==> config.mk <==
export PLATFORM = sky130hd
export DESIGN_NAME = dbgcap_top
export DESIGN_NICKNAME = d
export VERILOG_FILES = /design/src/rtl/dbgcap_pkg.sv /design/src/rtl/dbgcap_fifo.sv /design/src/rtl/dbgcap_ctrl.sv /design/src/rtl/dbgcap_top.sv
export SDC_FILE = /design/constraint.sdc
export NUM_CORES = 1
export LEC_CHECK = 0
export BUFFER_PORTS_ARGS = -buffer_cell sky130_fd_sc_hd__buf_2
export CAP_MARGIN = 15
export CORE_MARGIN = 2
export CORE_UTILIZATION = 60
export DETAILED_ROUTE_END_ITERATION = 12
export PLACE_DENSITY = 0.87
export SLEW_MARGIN = 40
export SYNTH_ARGS = -nofsm -noshare
export SYNTH_HDL_FRONTEND = slang
export SYNTH_SLANG_ARGS = --single-unit
==> constraint.sdc <==
create_clock -name clk -period 4.8 [get_ports clk]
set_input_delay 0.48 -clock clk [delete_from_list [all_inputs] [get_ports clk]]
set_output_delay 0.48 -clock clk [all_outputs]
set_load 0.03 [all_outputs]
==> src/rtl/dbgcap_pkg.sv <==
package dbgcap_pkg;

    typedef struct packed {
        logic       multi;
        logic [1:0] lane;
        logic [7:0] data;
    } cap_entry_t;

    typedef enum logic [1:0] {
        ST_OFF   = 2'd0,
        ST_ON    = 2'd1,
        ST_FLUSH = 2'd2
    } cap_state_t;

    localparam logic [2:0] A_CFG  = 3'd0;
    localparam logic [2:0] A_IEN  = 3'd1;
    localparam logic [2:0] A_ACT  = 3'd2;
    localparam logic [2:0] A_STAT = 3'd3;
    localparam logic [2:0] A_DATA = 3'd4;

endpackage

==> src/rtl/dbgcap_fifo.sv <==
module dbgcap_fifo
    import dbgcap_pkg::*;
#(
    parameter int DEPTH = 32
) (
    input  logic                         clk,
    input  logic                         rst_n,
    input  logic                         clr,
    input  logic                         push,
    input  logic                         pop,
    input  cap_entry_t                   wr_entry,
    output cap_entry_t                   head,
    output logic [$clog2(DEPTH+1)-1:0]   count,
    output logic                         full,
    output logic                         empty
);
    localparam int PTR_W = $clog2(DEPTH);
    localparam int CNT_W = $clog2(DEPTH + 1);
    localparam logic [PTR_W-1:0] LAST = PTR_W'(DEPTH - 1);

    cap_entry_t       mem [DEPTH];
    logic [PTR_W-1:0] wr_q, rd_q;
    logic [CNT_W-1:0] cnt_q;
    logic             do_push, do_pop;

    assign full    = (cnt_q == CNT_W'(DEPTH));
    assign empty   = (cnt_q == '0);
    assign do_push = push && !full;
    assign do_pop  = pop && !empty;
    assign head    = mem[rd_q];
    assign count   = cnt_q;

    always_ff @(posedge clk) begin
        if (do_push && !clr) mem[wr_q] <= wr_entry;
    end

    always_ff @(posedge clk or negedge rst_n) begin
        if (!rst_n) begin
            wr_q  <= '0;
            rd_q  <= '0;
            cnt_q <= '0;
        end else if (clr) begin
            wr_q  <= '0;
            rd_q  <= '0;
            cnt_q <= '0;
        end else begin
            if (do_push) wr_q <= (wr_q == LAST) ? '0 : wr_q + 1'b1;
            if (do_pop)  rd_q <= (rd_q == LAST) ? '0 : rd_q + 1'b1;
            unique case ({do_push, do_pop})
                2'b10:   cnt_q <= cnt_q + 1'b1;
                2'b01:   cnt_q <= cnt_q - 1'b1;
                default: cnt_q <= cnt_q;
            endcase
        end
    end


    count_bound_chk: assert property (@(posedge clk) disable iff (!rst_n)
        cnt_q <= CNT_W'(DEPTH));


    no_phantom_push_chk: assert property (@(posedge clk) disable iff (!rst_n)
        (!push && !clr) |=> (cnt_q <= $past(cnt_q)));


    empty_pop_hold_chk: assert property (@(posedge clk) disable iff (!rst_n)
        (pop && empty && !push && !clr) |=> ($stable(rd_q) && $stable(cnt_q)));

endmodule

==> src/rtl/dbgcap_ctrl.sv <==
module dbgcap_ctrl
    import dbgcap_pkg::*;
#(
    parameter int DEPTH = 32
) (
    input  logic                        clk,
    input  logic                        rst_n,
    input  logic                        host_wr,
    input  logic                        host_hit,
    input  logic                        reg_wr,
    input  logic                        reg_rd,
    input  logic [2:0]                  reg_addr,
    input  logic [7:0]                  reg_wdata,
    input  cap_entry_t                  head,
    input  logic [$clog2(DEPTH+1)-1:0]  count,
    input  logic                        full,
    input  logic                        empty,
    output logic                        push,
    output logic                        pop,
    output logic                        clr,
    output logic [15:0]                 reg_rdata,
    output logic                        irq
);
    localparam int CNT_W = $clog2(DEPTH + 1);
    localparam logic [CNT_W-1:0] TH0 = CNT_W'(1);
    localparam logic [CNT_W-1:0] TH1 = CNT_W'(DEPTH / 8);
    localparam logic [CNT_W-1:0] TH2 = CNT_W'(DEPTH / 2);
    localparam logic [CNT_W-1:0] TH3 = CNT_W'(DEPTH - 4);

    cap_state_t       state_q, state_d;
    logic [1:0]       thr_q;
    logic             ien_q, ovr_q;
    logic             cap_req, srst_wr, act_wr;
    logic [CNT_W-1:0] thr_val;
    logic             unused_wd;

    assign unused_wd = ^reg_wdata[6:3];
    assign cap_req   = host_wr && host_hit && (state_q == ST_ON);
    assign srst_wr   = reg_wr && (reg_addr == A_CFG) && reg_wdata[7];
    assign act_wr    = reg_wr && (reg_addr == A_ACT) && (state_q != ST_FLUSH);

    // state register
    always_ff @(posedge clk or negedge rst_n) begin
        if (!rst_n) state_q <= ST_OFF;
        else        state_q <= state_d;
    end

    always_comb begin
        state_d = state_q;
        if (srst_wr) begin
            state_d = ST_FLUSH;
        end else begin
            unique case (state_q)
                ST_OFF:   if (act_wr && reg_wdata[0])  state_d = ST_ON;
                ST_ON:    if (act_wr && !reg_wdata[0]) state_d = ST_OFF;
                ST_FLUSH: state_d = ST_OFF;
                default:  state_d = ST_OFF;
            endcase
        end
    end

    // outputs to the queue
    always_comb begin
        push = 1'b0;
        pop  = 1'b0;
        clr  = 1'b0;
        unique case (state_q)
            ST_FLUSH: clr = 1'b1;
            ST_ON: begin
                push = cap_req;
                pop  = reg_rd && (reg_addr == A_DATA);
            end
            default: pop = reg_rd && (reg_addr == A_DATA);
        endcase
    end

    // configuration, enable and sticky overrun
    always_ff @(posedge clk or negedge rst_n) begin
        if (!rst_n) begin
            thr_q <= '0;
            ien_q <= 1'b0;
            ovr_q <= 1'b0;
        end else if (state_q == ST_FLUSH) begin
            thr_q <= '0;
            ien_q <= 1'b0;
            ovr_q <= 1'b0;
        end else begin
            if (reg_wr && reg_addr == A_CFG && !reg_wdata[7]) thr_q <= reg_wdata[1:0];
            if (reg_wr && reg_addr == A_IEN) ien_q <= reg_wdata[0];
            if (cap_req && full) ovr_q <= 1'b1;
            else if (reg_wr && reg_addr == A_STAT && reg_wdata[2]) ovr_q <= 1'b0;
        end
    end

    always_comb begin
        unique case (thr_q)
            2'd0:    thr_val = TH0;
            2'd1:    thr_val = TH1;
            2'd2:    thr_val = TH2;
            default: thr_val = TH3;
        endcase
    end

    assign irq = ien_q && (count >= thr_val);

    always_comb begin
        reg_rdata = '0;
        unique case (reg_addr)
            A_CFG:  reg_rdata[1:0] = thr_q;
            A_IEN:  reg_rdata[0]   = ien_q;
            A_ACT:  reg_rdata[0]   = (state_q == ST_ON);
            A_STAT: reg_rdata = {2'b00, 6'(count), 5'b0, ovr_q, full, !empty};
            A_DATA: begin
                reg_rdata[15:13] = {!empty, full, ovr_q};
                if (!empty) reg_rdata[10:0] = head;
            end
            default: reg_rdata = '0;
        endcase
    end


    full_drop_chk: assert property (@(posedge clk) disable iff (!rst_n)
        (host_wr && host_hit && state_q == ST_ON && full && state_d != ST_FLUSH) |=> ovr_q);


    flush_exit_chk: assert property (@(posedge clk) disable iff (!rst_n)
        (state_q == ST_FLUSH && !srst_wr) |=> (state_q == ST_OFF && !ovr_q && !ien_q && thr_q == 2'd0));


    irq_gate_chk: assert property (@(posedge clk) disable iff (!rst_n)
        irq |-> (ien_q && !empty));

endmodule

==> src/rtl/dbgcap_top.sv <==
module dbgcap_top
    import dbgcap_pkg::*;
#(
    parameter int DEPTH = 32
) (
    input  logic        clk,
    input  logic        rst_n,
    input  logic        host_wr,
    input  logic        host_hit,
    input  logic [1:0]  host_lane,
    input  logic        host_multi,
    input  logic [7:0]  host_data,
    input  logic        reg_wr,
    input  logic        reg_rd,
    input  logic [2:0]  reg_addr,
    input  logic [7:0]  reg_wdata,
    output logic [15:0] reg_rdata,
    output logic        irq
);
    localparam int CNT_W = $clog2(DEPTH + 1);

    cap_entry_t       wr_entry, head;
    logic [CNT_W-1:0] count;
    logic             full, empty, push, pop, clr;

    assign wr_entry = '{multi: host_multi, lane: host_lane, data: host_data};

    dbgcap_fifo #(.DEPTH(DEPTH)) fifo_i (
        .clk(clk), .rst_n(rst_n), .clr(clr), .push(push), .pop(pop),
        .wr_entry(wr_entry), .head(head), .count(count),
        .full(full), .empty(empty)
    );

    dbgcap_ctrl #(.DEPTH(DEPTH)) ctrl_i (
        .clk(clk), .rst_n(rst_n), .host_wr(host_wr), .host_hit(host_hit),
        .reg_wr(reg_wr), .reg_rd(reg_rd), .reg_addr(reg_addr),
        .reg_wdata(reg_wdata), .head(head), .count(count), .full(full),
        .empty(empty), .push(push), .pop(pop), .clr(clr),
        .reg_rdata(reg_rdata), .irq(irq)
    );

endmodule

==> results of run 1 <==
## layout make-up
class                   instances  area share [%]
clock buffers                  51            5.93
flip-flops and latches        374            65.4
inverters                      10           0.294
repair buffers                 55            2.00
well taps                     330            2.43
multi-input cells             409            23.3
clock inverters                12           0.655
## Yosys cell counts, drive strengths merged (4+ instances only)
master,instances
clkbuf,27
ha,14
o22ai,4
buf,22
nand3b,6
mux2i,48
inv,8
nand2,39
nand2b,6
o21ai,23
and2,4
a221oi,20
dfrtp,22
nand3,10
mux4,72
edfxtp,352
nor2b,10
nor3,9
a22o,6
or3,4
a22oi,10
a21oi,20
nor2,56
## stage by stage
stage | hold WS (ps) | instance area [µm²]
4_1_cts | 233 | 17000
2_1_floorplan | 184 | 15300
3_3_place_gp | 483 | 15800
5_1_grt | 269 | 17000
3_5_place_dp | 483 | 15900
6_report | 240 | 17000
## where the power goes
| group | switching, mW | internal [mW] |
|---|---|---|
| Sequential | 0.201 | 3.63 |
| Combinational | 0.945 | 0.835 |
| Clock | 1.14 | 1.57 |
| Total | 2.29 | 6.04 |
## critical path, cell delays in order, from the launching register on
cell      delay, ps
dfrtp_1         330
buf_4           350
clkinv_1        620
nand2_1         430
nor3_1          150
nor3_1          580
a32o_1          260
buf_2           200
## flip-flops by register name (all words and copies together), names as in the netlist
name / count
ctrl_i.ovr_q: 1
fifo_i.mem: 352
fifo_i.count: 6
fifo_i.wr_q: 5
ctrl_i.ien_q: 1
ctrl_i.thr_q: 2
ctrl_i.state_q: 2
fifo_i.rd_q: 5
## kinds of logic (layout without fill, tap and decap cells)
kind of cell,Yosys count,after routing
DFF,374,374
and+or+nand+nor,163,163
muxes,120,120
adders and majority gates,14,14
xor gates and xnor gates,4,4
AOI/OAI and AO/OA,108,108
buffers and inverters,59,128
## cell usage in the layout, fill, tap and decap left out, drive strengths merged, types with 10 or more instances in the layout
master and count:
a221oi 20, dfrtp 22, edfxtp 352, o21ai 23
clkbuf 51, nor2b 10, nand2 39, nand3 10
mux4 72, ha 14, buf 54, a21oi 20
clkinv 11, nor2 56, a22oi 10, mux2i 48
## final timing paths
path / to / depth (start not counted)
worst max register to register: fifo_i.count[4] / 12
max in group asynchronous: fifo_i.rd_q[0] / 2
min in group asynchronous: fifo_i.wr_q[0] / 2
worst min-delay path: ctrl_i.thr_q[1] / 3
worst min register to register: ctrl_i.state_q[0] / 1
worst max-delay path: reg_rdata[2] / 7
## routing by layer
| metal | GRT usage, % | vias up | routed length (µm) |
|---|---|---|---|
| li1 | - | 3494 | - |
| met1 | 37.5 | 4273 | 12900 |
| met2 | 42.5 | 578 | 16500 |
| met3 | 5.31 | 107 | 3730 |
| met4 | 9.05 | 2 | 1170 |
| met5 | 0 | - | 11 |
## what timing repair did
action / CTS / global route
buffers inserted: 0 / 0
endpoints found under the setup margin: 0 / 0
hold buffers: 1 / 0
endpoints found under the hold margin: 22 / 0
==> impl_summary.log, run 1 <==
INFO  metric run_status = finished clean
INFO  metric antenna_cells = 0
INFO  metric max-clock-path-buffers = 3
INFO  metric post_cts_resize_count = 0
INFO  metric worstSkewPairLatency = 520 ps
INFO  metric die-width = 164 µm
INFO  metric placed_cells = 1177
INFO  metric utilization = 67.7%
INFO  metric grt_pass1_vias = 8394
INFO  metric ys_types = 63
INFO  metric setup.worst_path.end_class = primary output
INFO  metric required = approximately 4300 ps
INFO  metric worst_slack_at_placement = 1190 ps
INFO  metric detail_route.wirelength = ~34000 µm
INFO  metric irDropWorstVdd = just over 0.3 mV
INFO  metric power.static_leakage = 5.48 nW
INFO  metric grt_residual_overflow = 0
INFO  metric min_delay_src = reg_wdata[1]
INFO  metric start_util = between 60% and 70%
INFO  metric synth_cells = between 800 and 900
INFO  metric post_synth_xor_area_fraction = 0.229%
INFO  metric reg2reg_setup_slack = 1370 ps
INFO  metric register_area = between 0.01 and 0.015 mm²
INFO  metric crit_path_start = fifo_i.rd_q[3]
INFO  metric numCtsBuffers = 36
INFO  metric viasPerCell = 6.81
INFO  metric maxCapViolations = 0
INFO  metric skew = between 10 and 15 ps
INFO  metric postSynthAreaPerCell = 18.2 µm²
INFO  metric hold_violations = 0
INFO  metric multiplexer_share_of_the_synthesized_area = 13.7%
INFO  metric via_count = 8454
INFO  metric critPathKind = register to primary output
INFO  metric dr.first_iter.drc_count = 1207
INFO  metric finalNonFillerCells = 1241
INFO  metric core.rowCount = between 50 and 60
INFO  metric arrival_time_at_the_worst_endpoint = 3440 ps
INFO  metric yosysTopAreaCellShare = 69.1%
INFO  metric port_buffer_cells = 40
INFO  metric synth_top_family_by_area = multiplexers
INFO  metric synthToLayoutAreaGrowth = 11.2%
INFO  metric synth_simple_gate_area_share = between 5 and 6%
INFO  metric core_area = approximately 0.025 mm²
INFO  metric final.period_utilization = 81.7%
INFO  metric post_drt_wl_per_cell = 27.7 µm
INFO  metric post_synth_main_area_contributors = edfxtp_1, mux4_2, dfrtp_1
INFO  metric power.density_cell_area = between 400 and 500 mW/mm²
INFO  metric final-max-slew-violation-count = 0
INFO  metric clock_sink_count = 374
INFO  metric final_net_count = 928
INFO  metric postSynth.asyncResetShare = under 10%
INFO  metric die_area = 0.0268 mm²
INFO  metric max_freq = 255 MHz
INFO  metric ant_nets = 0
INFO  metric maximum_number_of_pins_on_one_net_before_global_route_repair = 44
INFO  metric worst_pin_slew = approximately 800 ps
INFO  metric hpwl = 20300 µm
INFO  metric worst-path-max-fanout = 25
INFO  metric finalSetupViolations = 0
INFO  metric floorplan.die.height = 164 µm
INFO  metric setup_total_negative_slack = 0 ps
INFO  metric tritoncts = done
INFO  metric final.min_clock_period = 3920 ps
INFO  metric grt_pass1_wl = 51900 µm
INFO  metric grt.total_usage = 26.6%
INFO  metric setup.worst_path.start_class = register
INFO  metric synth-compound-area-share = between 4 and 5%
INFO  metric final.fill_count = 1540
INFO  metric finalWeightedCongestion = approximately 0.88
INFO  metric setup_slack = just under 900 ps
INFO  metric worstReg2RegStart = fifo_i.count[1]
INFO  metric timing.max_slew.rel_slack = 46.8%
INFO  metric multiInputGateArea = 0.00396 mm²
INFO  metric worst_path_clk_slew = 60 ps
INFO  metric final_layout_size_suffix_gt1_share = 23.8%
INFO  metric yosysSeqAreaShare = between 70% and 80%
INFO  metric netlist_area = 0.0153 mm²
INFO  metric total_power = 8.33 mW
INFO  metric ys_dominant_reg_cell = edfxtp_1
INFO  metric ys_warn_count = 0
INFO  metric post_synth_fa_ha_maj_area_fraction = under 10%
INFO  metric io_pins = 45
INFO  metric postSynthNetCount = between 800 and 900
INFO  metric grt_setup_unrepaired = false
INFO  metric hp-class = primary input to register
INFO  metric firstDrtPassIters = 6
INFO  metric synth_top_area_cell = edfxtp_1
INFO  metric grt_antenna_before_repair = 1
INFO  metric synth_edf_count = ~350
INFO  metric ys_seq_elements = 374
INFO  metric post-route-drc-count = 0
INFO  metric cts-htree-levels = 2
INFO  metric buffer_cell_driving_the_clock_tree_root = clkbuf_16
No activity file was read; power rests on OpenSTA's default activity.
==> run 2: changes to the inputs <==
--- a/config.mk
+++ b/config.mk
@@ -8,9 +8,9 @@
 export BUFFER_PORTS_ARGS = -buffer_cell sky130_fd_sc_hd__buf_2
 export CAP_MARGIN = 15
 export CORE_MARGIN = 2
-export CORE_UTILIZATION = 60
+export CORE_UTILIZATION = 56
 export DETAILED_ROUTE_END_ITERATION = 12
-export PLACE_DENSITY = 0.87
+export PLACE_DENSITY = 0.86
 export SLEW_MARGIN = 40
 export SYNTH_ARGS = -nofsm -noshare
 export SYNTH_HDL_FRONTEND = slang
==> constraint.sdc (replaced) <==
create_clock -name clk -period 3.3 [get_ports clk]
set_input_delay 0.33 -clock clk [delete_from_list [all_inputs] [get_ports clk]]
set_output_delay 0.33 -clock clk [all_outputs]
set_load 0.03 [all_outputs]
==> run 2 against run 1 <==
The run now ends with setup timing left. Non-clock buffer count rose by 25. Flip-flop and latch count stayed put. Utilization decreased by 3.0 points. Critical path type unchanged.
==> impl_summary.log, run 2 (synthesis gave the netlist of run 1 again) <==
INFO  metric max_stage_delay = 530 ps (was 620 ps)
INFO  metric final.period_utilization = 100%
INFO  metric numCtsBuffers = 37 (was 36)
INFO  metric run_status = finished, violations left (was finished clean)
INFO  metric worst_pin_slew = 839 ps (was 798 ps)
INFO  metric hpwl = 21700 µm (was 20300 µm)
INFO  metric grt.total_usage = 25.6% (was 26.6%)
INFO  metric post_drt_wl_per_cell = 28.4 µm (was 27.7 µm)
INFO  metric timing.critical_path.slowest_stage_cell = dfrtp_4 (was clkinv_1)
INFO  metric worstSkewPairLatency = 530 ps (was 520 ps)
INFO  metric power.static_leakage = 5.69 nW (was 5.48 nW)
INFO  metric synthToLayoutAreaGrowth = 13.7% (was 11.2%)
INFO  metric min_delay_src = reg_wdata[1] (unchanged)
INFO  metric post-route-drc-count = 0 (unchanged)
INFO  metric max_freq = 303 MHz
INFO  metric most_common_cell_after_layout_fill_and_taps_aside = edfxtp_1 (unchanged)
INFO  metric grt_pass1_vias = 8370 (was 8394)
INFO  metric dr.first_iter.drc_count = 1384 (was 1207)
INFO  metric worstReg2RegStart = fifo_i.count[1] (unchanged)
INFO  metric max-clock-path-buffers = 3 (unchanged)
INFO  metric reg2regPathDepth = 12 (unchanged)
INFO  metric grt_pass1_wl = 53800 µm (was 51900 µm)
INFO  metric final-max-slew-violation-count = 0 (unchanged)
INFO  metric cts-htree-levels = 2 (unchanged)
INFO  metric use_met3 = 5.20% (was 5.31%)
INFO  metric hold_violations = 0 (unchanged)
INFO  metric total_power = 12.7 mW (was 8.33 mW)
INFO  metric crit_chain = buf_16 -> buf_12 -> mux2i_1 -> a221oi_1 -> a22oi_1 -> nand2_1 -> a22o_1 -> buf_2 (was buf_4 -> clkinv_1 -> nand2_1 -> nor3_1 -> nor3_1 -> a32o_1 -> buf_2)
INFO  metric setup.worst_path.end_class = primary output (unchanged)
INFO  metric grt.busiest_layer = met2 (unchanged)
INFO  metric power.density_cell_area = 728 mW/mm² (was 490 mW/mm²)
INFO  metric reg2reg_setup_slack = 170 ps (was 1370 ps)
INFO  metric multiInputGateArea = 0.00401 mm² (was 0.00396 mm²)
INFO  metric start_util = 56.9% (was 60.9%)
INFO  metric largest_register_ffs = 352 (unchanged)
INFO  metric hp-class = primary input to register (unchanged)
INFO  metric clock_sink_count = 374 (unchanged)
INFO  metric final.fill_count = 1689 (was 1540)
INFO  metric via_count = 8610 (was 8454)
INFO  metric registers.top_by_ff_count = fifo_i.mem (unchanged)
INFO  metric buffer_cell_driving_the_clock_tree_root = clkbuf_16 (unchanged)
INFO  metric die_area = 0.0286 mm² (was 0.0268 mm²)
INFO  metric worst-path-max-fanout = 26 (was 25)
INFO  metric finalWeightedCongestion = 0.879 (was 0.881)
INFO  metric maxCapViolations = 0 (unchanged)
INFO  metric final_net_count = 954 (was 928)
INFO  metric grt_residual_overflow = 0 (unchanged)
INFO  metric most_used_cells_in_the_layout_excluding_fill_and_tap_cells = edfxtp_1, mux4_2, mux2i_1 (unchanged)
INFO  metric whs_path_depth = 3 (unchanged)
INFO  metric violations = setup timing
INFO  metric setup.worst_path.start_class = register (unchanged)
INFO  metric irDropWorstVdd = 0.366 mV (was 0.306 mV)
INFO  metric final_layout_size_suffix_gt1_share = 26.9% (was 23.8%)
INFO  metric utilization = 64.7% (was 67.7%)
INFO  metric worst_path_clk_slew = 60 ps (about the same)
INFO  metric firstDrtPassIters = 5 (was 6)
INFO  metric register_area = 0.0111 mm² (about the same)
INFO  metric arrival_time_at_the_worst_endpoint = 2970 ps (was 3440 ps)
INFO  metric critPathKind = register to primary output (unchanged)
INFO  metric die-width = 169 µm (was 164 µm)
INFO  metric port_buffer_cells = 40 (unchanged)
INFO  metric viasPerCell = 6.72 (was 6.81)
INFO  metric grt_antenna_before_repair = 1 (unchanged)
INFO  metric hold_end = ctrl_i.thr_q[1] (unchanged)
INFO  metric ant_nets = 0 (unchanged)
INFO  metric detail_route.wirelength = 36400 µm (was 34400 µm)
INFO  metric core_area = 0.0269 mm² (was 0.0251 mm²)
INFO  metric global_route.usage.met1 = 36.8% (was 37.5%)
INFO  metric finalSetupViolations = 1 (was 0)
INFO  metric maximum_number_of_pins_on_one_net_before_global_route_repair = 33 (was 44)
INFO  metric timing.max_slew.rel_slack = 44.0% (was 46.8%)
INFO  metric floorplan.die.height = 169 µm (was 164 µm)
INFO  metric core.rowCount = 60 (was 58)
INFO  metric required = 2970 ps (was 4320 ps)
INFO  metric io_pins = 45 (unchanged)
INFO  metric skew = 22.0 ps (was 14.9 ps)
INFO  metric tritoncts = done (unchanged)
INFO  metric final.min_clock_period = 3300 ps
INFO  metric setup_slack = -3.89 ps (was 880 ps)
INFO  metric grt_setup_unrepaired = true (was false)
INFO  metric globalRouteMet2Util = 40.1% (was 42.5%)
INFO  metric r2r-end = fifo_i.count[4] (unchanged)
run 2: worst max-delay path: cells and delay by family, from the launching register on:
kind                   cells  cell delay [ps]
AOI/OAI and AO/OA          3              900
buffers and inverters      3              690
DFF                        1              530
muxes                      1              110
and+or+nand+nor            1              190
run 2: stage by stage:
stage	setup TNS, ps	hold WS, ps	cells	worst slack, ps	instance area, µm²
floorplan	0	34.4	842	11.0	15300
global placement	0	329	1208	310	16000
detailed placement	0	325	1208	287	16100
CTS	0	51.1	1280	42.3	17300
global route	-35.0	73.3	1281	-29.2	17400
finish	-3.89	54.7	1282	-3.89	17400
run 2: cell type report:
cell class,instances,area share [%]
diodes,1,0.0144
clock buffers,50,5.91
clock inverters,17,0.921
inverters,10,0.309
multi-input cells,409,23.1
flip-flops and latches,374,64.0
well taps,341,2.45
repair buffers,80,3.36
run 2: how the worst max path moves through the flow:
stage               slack, ps            start         endpoint
global route              -30   fifo_i.rd_q[0]     reg_rdata[3]
finish                     -4   fifo_i.rd_q[0]     reg_rdata[3]
CTS                        40   fifo_i.rd_q[0]     reg_rdata[3]
detailed placement        290  fifo_i.count[1]  fifo_i.count[4]
global placement          310  fifo_i.count[1]  fifo_i.count[4]
floorplan                  10  fifo_i.count[1]  fifo_i.count[4]
run 2: what timing repair did:
item | in CTS | in global routing
hold buffers | 1 | 0
endpoints found under the setup margin | 11 | 8
buffers inserted | 4 | 1
endpoints found under the hold margin | 22 | 0
resized for setup | 3 | 13
run 2: power by group:
| part | switching, mW | internal (mW) |
|---|---|---|
| clock network | 1.72 | 2.42 |
| registers | 0.158 | 5.29 |
| logic | 1.67 | 1.41 |
run 2: layer usage:
metal	vias to the layer above	routed length, µm
met5	-	0
met4	0	1300
met3	116	4020
met2	622	17300
met1	4315	13800
li1	3557	-
==> run 3: changes to the inputs <==
--- a/config.mk
+++ b/config.mk
@@ -6,11 +6,10 @@
 export NUM_CORES = 1
 export LEC_CHECK = 0
 export BUFFER_PORTS_ARGS = -buffer_cell sky130_fd_sc_hd__buf_2
-export CAP_MARGIN = 15
 export CORE_MARGIN = 2
 export CORE_UTILIZATION = 56
 export DETAILED_ROUTE_END_ITERATION = 12
-export PLACE_DENSITY = 0.86
+export PLACE_DENSITY = 0.81
 export SLEW_MARGIN = 40
 export SYNTH_ARGS = -nofsm -noshare
 export SYNTH_HDL_FRONTEND = slang
==> run 3 against run 2 <==
The run still ends with setup timing left. Cell count grew 0.23%. Clock power shrank 5.3%. Worst setup slack lost 56 ps. First-iteration DRC count shrank 19%. Critical endpoint unchanged. Largest power group unchanged.
==> impl_summary.log, run 3 (synthesis gave the netlist of run 1 again) <==
INFO  metric die-width = 169 µm (unchanged)
INFO  metric final.period_utilization = 102% (was 100%)
INFO  metric start_util = 56.9% (unchanged)
INFO  metric power.density_cell_area = 720 mW/mm² (was 728 mW/mm²)
INFO  metric finalNonFillerCells = 1285 (was 1282)
INFO  metric max_freq = 298 MHz (was 303 MHz)
INFO  metric detail_route.wirelength = 34400 µm (was 36400 µm)
INFO  metric port_buffer_cells = 40 (unchanged)
INFO  metric hpwl = 19900 µm (was 21700 µm)
INFO  metric hold_violations = 0 (unchanged)
INFO  metric floorplan.die.height = 169 µm (unchanged)
INFO  metric required = 2970 ps (about the same)
INFO  metric firstDrtPassIters = 5 (unchanged)
INFO  metric run_status = finished, violations left (unchanged)
INFO  metric setup.worst_path.end_class = primary output (unchanged)
INFO  metric grt_antenna_before_repair = 1 (unchanged)
INFO  metric final_layout_size_suffix_gt1_share = 27.1% (was 26.9%)
INFO  metric maxCapViolations = 0 (unchanged)
INFO  metric irDropWorstVdd = 0.572 mV (was 0.366 mV)
INFO  metric clock_sink_count = 374 (unchanged)
INFO  metric largest_register_ffs = 352 (unchanged)
INFO  metric timing.max_slew.rel_slack = 49.2% (was 44.0%)
INFO  metric worst_pin_slew = 761 ps (was 839 ps)
INFO  metric io_pins = 45 (unchanged)
INFO  metric buffer_cell_driving_the_clock_tree_root = clkbuf_16 (unchanged)
INFO  metric max-clock-path-buffers = 3 (unchanged)
INFO  metric maximum_number_of_pins_on_one_net_before_global_route_repair = 72 (was 33)
INFO  metric finalSetupViolations = 1 (unchanged)
INFO  metric die_area = 0.0286 mm² (unchanged)
INFO  metric final.min_clock_period = 3360 ps (was 3300 ps)
INFO  metric worst_path_clk_slew = 60 ps (about the same)
INFO  metric setup_slack = -59.5 ps (was -3.89 ps)
INFO  metric grt_pass1_wl = 50100 µm (was 53800 µm)
INFO  metric antenna_cells = 0 (was 1)
INFO  metric synthToLayoutAreaGrowth = 13.4% (was 13.7%)
INFO  metric core.rowCount = 60 (unchanged)
INFO  metric power.static_leakage = 5.67 nW (was 5.69 nW)
INFO  metric finalWeightedCongestion = 0.844 (was 0.879)
INFO  metric total_power = 12.5 mW (was 12.7 mW)
INFO  metric placed_cells = 1204 (was 1208)
INFO  metric hp-class = primary input to register (unchanged)
INFO  metric grt_residual_overflow = 0 (unchanged)
INFO  metric final_net_count = 961 (was 954)
INFO  metric most_common_cell_after_layout_fill_and_taps_aside = edfxtp_1 (unchanged)
INFO  metric final-max-slew-violation-count = 0 (unchanged)
INFO  metric ant_nets = 0 (unchanged)
INFO  metric tritoncts = done (unchanged)
INFO  metric viasPerCell = 6.54 (was 6.72)
INFO  metric most_used_cells_in_the_layout_excluding_fill_and_tap_cells = edfxtp_1, mux4_2, mux2i_1 (unchanged)
INFO  metric hold_slack = 71.5 ps (was 54.7 ps)
INFO  metric core_area = 0.0269 mm² (unchanged)
INFO  metric grt.total_usage = 23.9% (was 25.6%)
INFO  metric grt_pass1_vias = 8192 (was 8370)
INFO  metric numCtsBuffers = 37 (unchanged)
INFO  metric violations = setup timing (unchanged)
INFO  metric dr.first_iter.drc_count = 1118 (was 1384)
INFO  metric cts-htree-levels = 2 (unchanged)
INFO  metric post-route-drc-count = 0 (unchanged)
INFO  metric setup.worst_path.start_class = register (unchanged)
INFO  metric arrival_time_at_the_worst_endpoint = 3030 ps (was 2970 ps)
INFO  metric grt_setup_unrepaired = true (unchanged)
INFO  metric registers.top_by_ff_count = fifo_i.mem (unchanged)
INFO  metric skew = 15.8 ps (was 22.0 ps)
INFO  metric worstSkewPairLatency = 530 ps (about the same)
INFO  metric critPathKind = register to primary output (unchanged)
INFO  metric via_count = 8400 (was 8610)
INFO  metric post_drt_wl_per_cell = 26.7 µm (was 28.4 µm)
INFO  metric worst-path-max-fanout = 36 (was 26)
[run 3: cell count changes in the layout (fill, tap and decap cells not counted), sizes merged]
cell    delta
diode      -1
buf        +6
clkinv     -3
inv        +2
bufinv     -1
[run 3: final timing paths]
| check | to | depth (start not counted) | slack, ps | from |
|---|---|---|---|---|
| setup / recovery | reg_rdata[3] | 8 | -60 | fifo_i.rd_q[1] |
| hold / removal | ctrl_i.thr_q[1] | 3 | 70 | reg_wdata[1] |
| setup reg to reg | fifo_i.count[4] | 12 | 280 | fifo_i.count[1] |
| hold reg to reg | ctrl_i.state_q[0] | 1 | 510 | ctrl_i.state_q[1] |
| max in group asynchronous | fifo_i.rd_q[0] | 2 | 2580 | rst_n |
| min in group asynchronous | fifo_i.rd_q[2] | 2 | 320 | rst_n |
[run 3: what timing repair did]
| action | in CTS | in global routing |
|---|---|---|
| setup buffers | 5 | 10 |
| gates cloned | 0 | 1 |
| hold buffers | 1 | 0 |
| resized for setup | 1 | 10 |
| hold endpoints to repair | 22 | 0 |
| endpoints found under the setup margin | 11 | 9 |
[run 3: per-layer routing]
layer	wire length [µm]	up-vias	global-route usage (%)
met5	0	-	0
met4	1250	0	7.99
met3	3560	86	4.41
met2	16300	487	38.3
met1	13300	4258	33.8
li1	-	3569	-
[run 3: layout make-up]
type | count | area [µm²]
clock buffers | 49 | 971
clock inverters | 15 | 136
fillers | 1768 | 9540
inverters | 10 | 53.8
multi-input cells | 409 | 3990
flip-flops and latches | 374 | 11100
well taps | 341 | 427
repair buffers | 87 | 636
[run 3: critical path, stage by stage (launching register included)]
cell and delay, ps:
dfrtp_2 500, buf_16 230, and2_0 230, buf_4 200
a221oi_1 540, a22oi_1 240, nand2_1 120, a22o_1 210
buf_2 220
[run 3: power by group]
part	leakage (nW)	internal, mW	switching [mW]
Combinational	1.68	1.47	1.69
Sequential	3.45	5.29	0.114
Clock	0.534	2.24	1.68
[run 3: through the flow]
step / util (%) / instance area [µm²] / TNS [ps] / setup slack, ps
global placement: 59.3 / 15900 / 0 / 292
finish: 64.5 / 17300 / -59.5 / -59.5
detailed placement: 59.6 / 16000 / 0 / 186
CTS: 63.9 / 17200 / 0 / 5.36
global route: 64.5 / 17300 / -229 / -92.8
floorplan: - / 15300 / 0 / 11.0
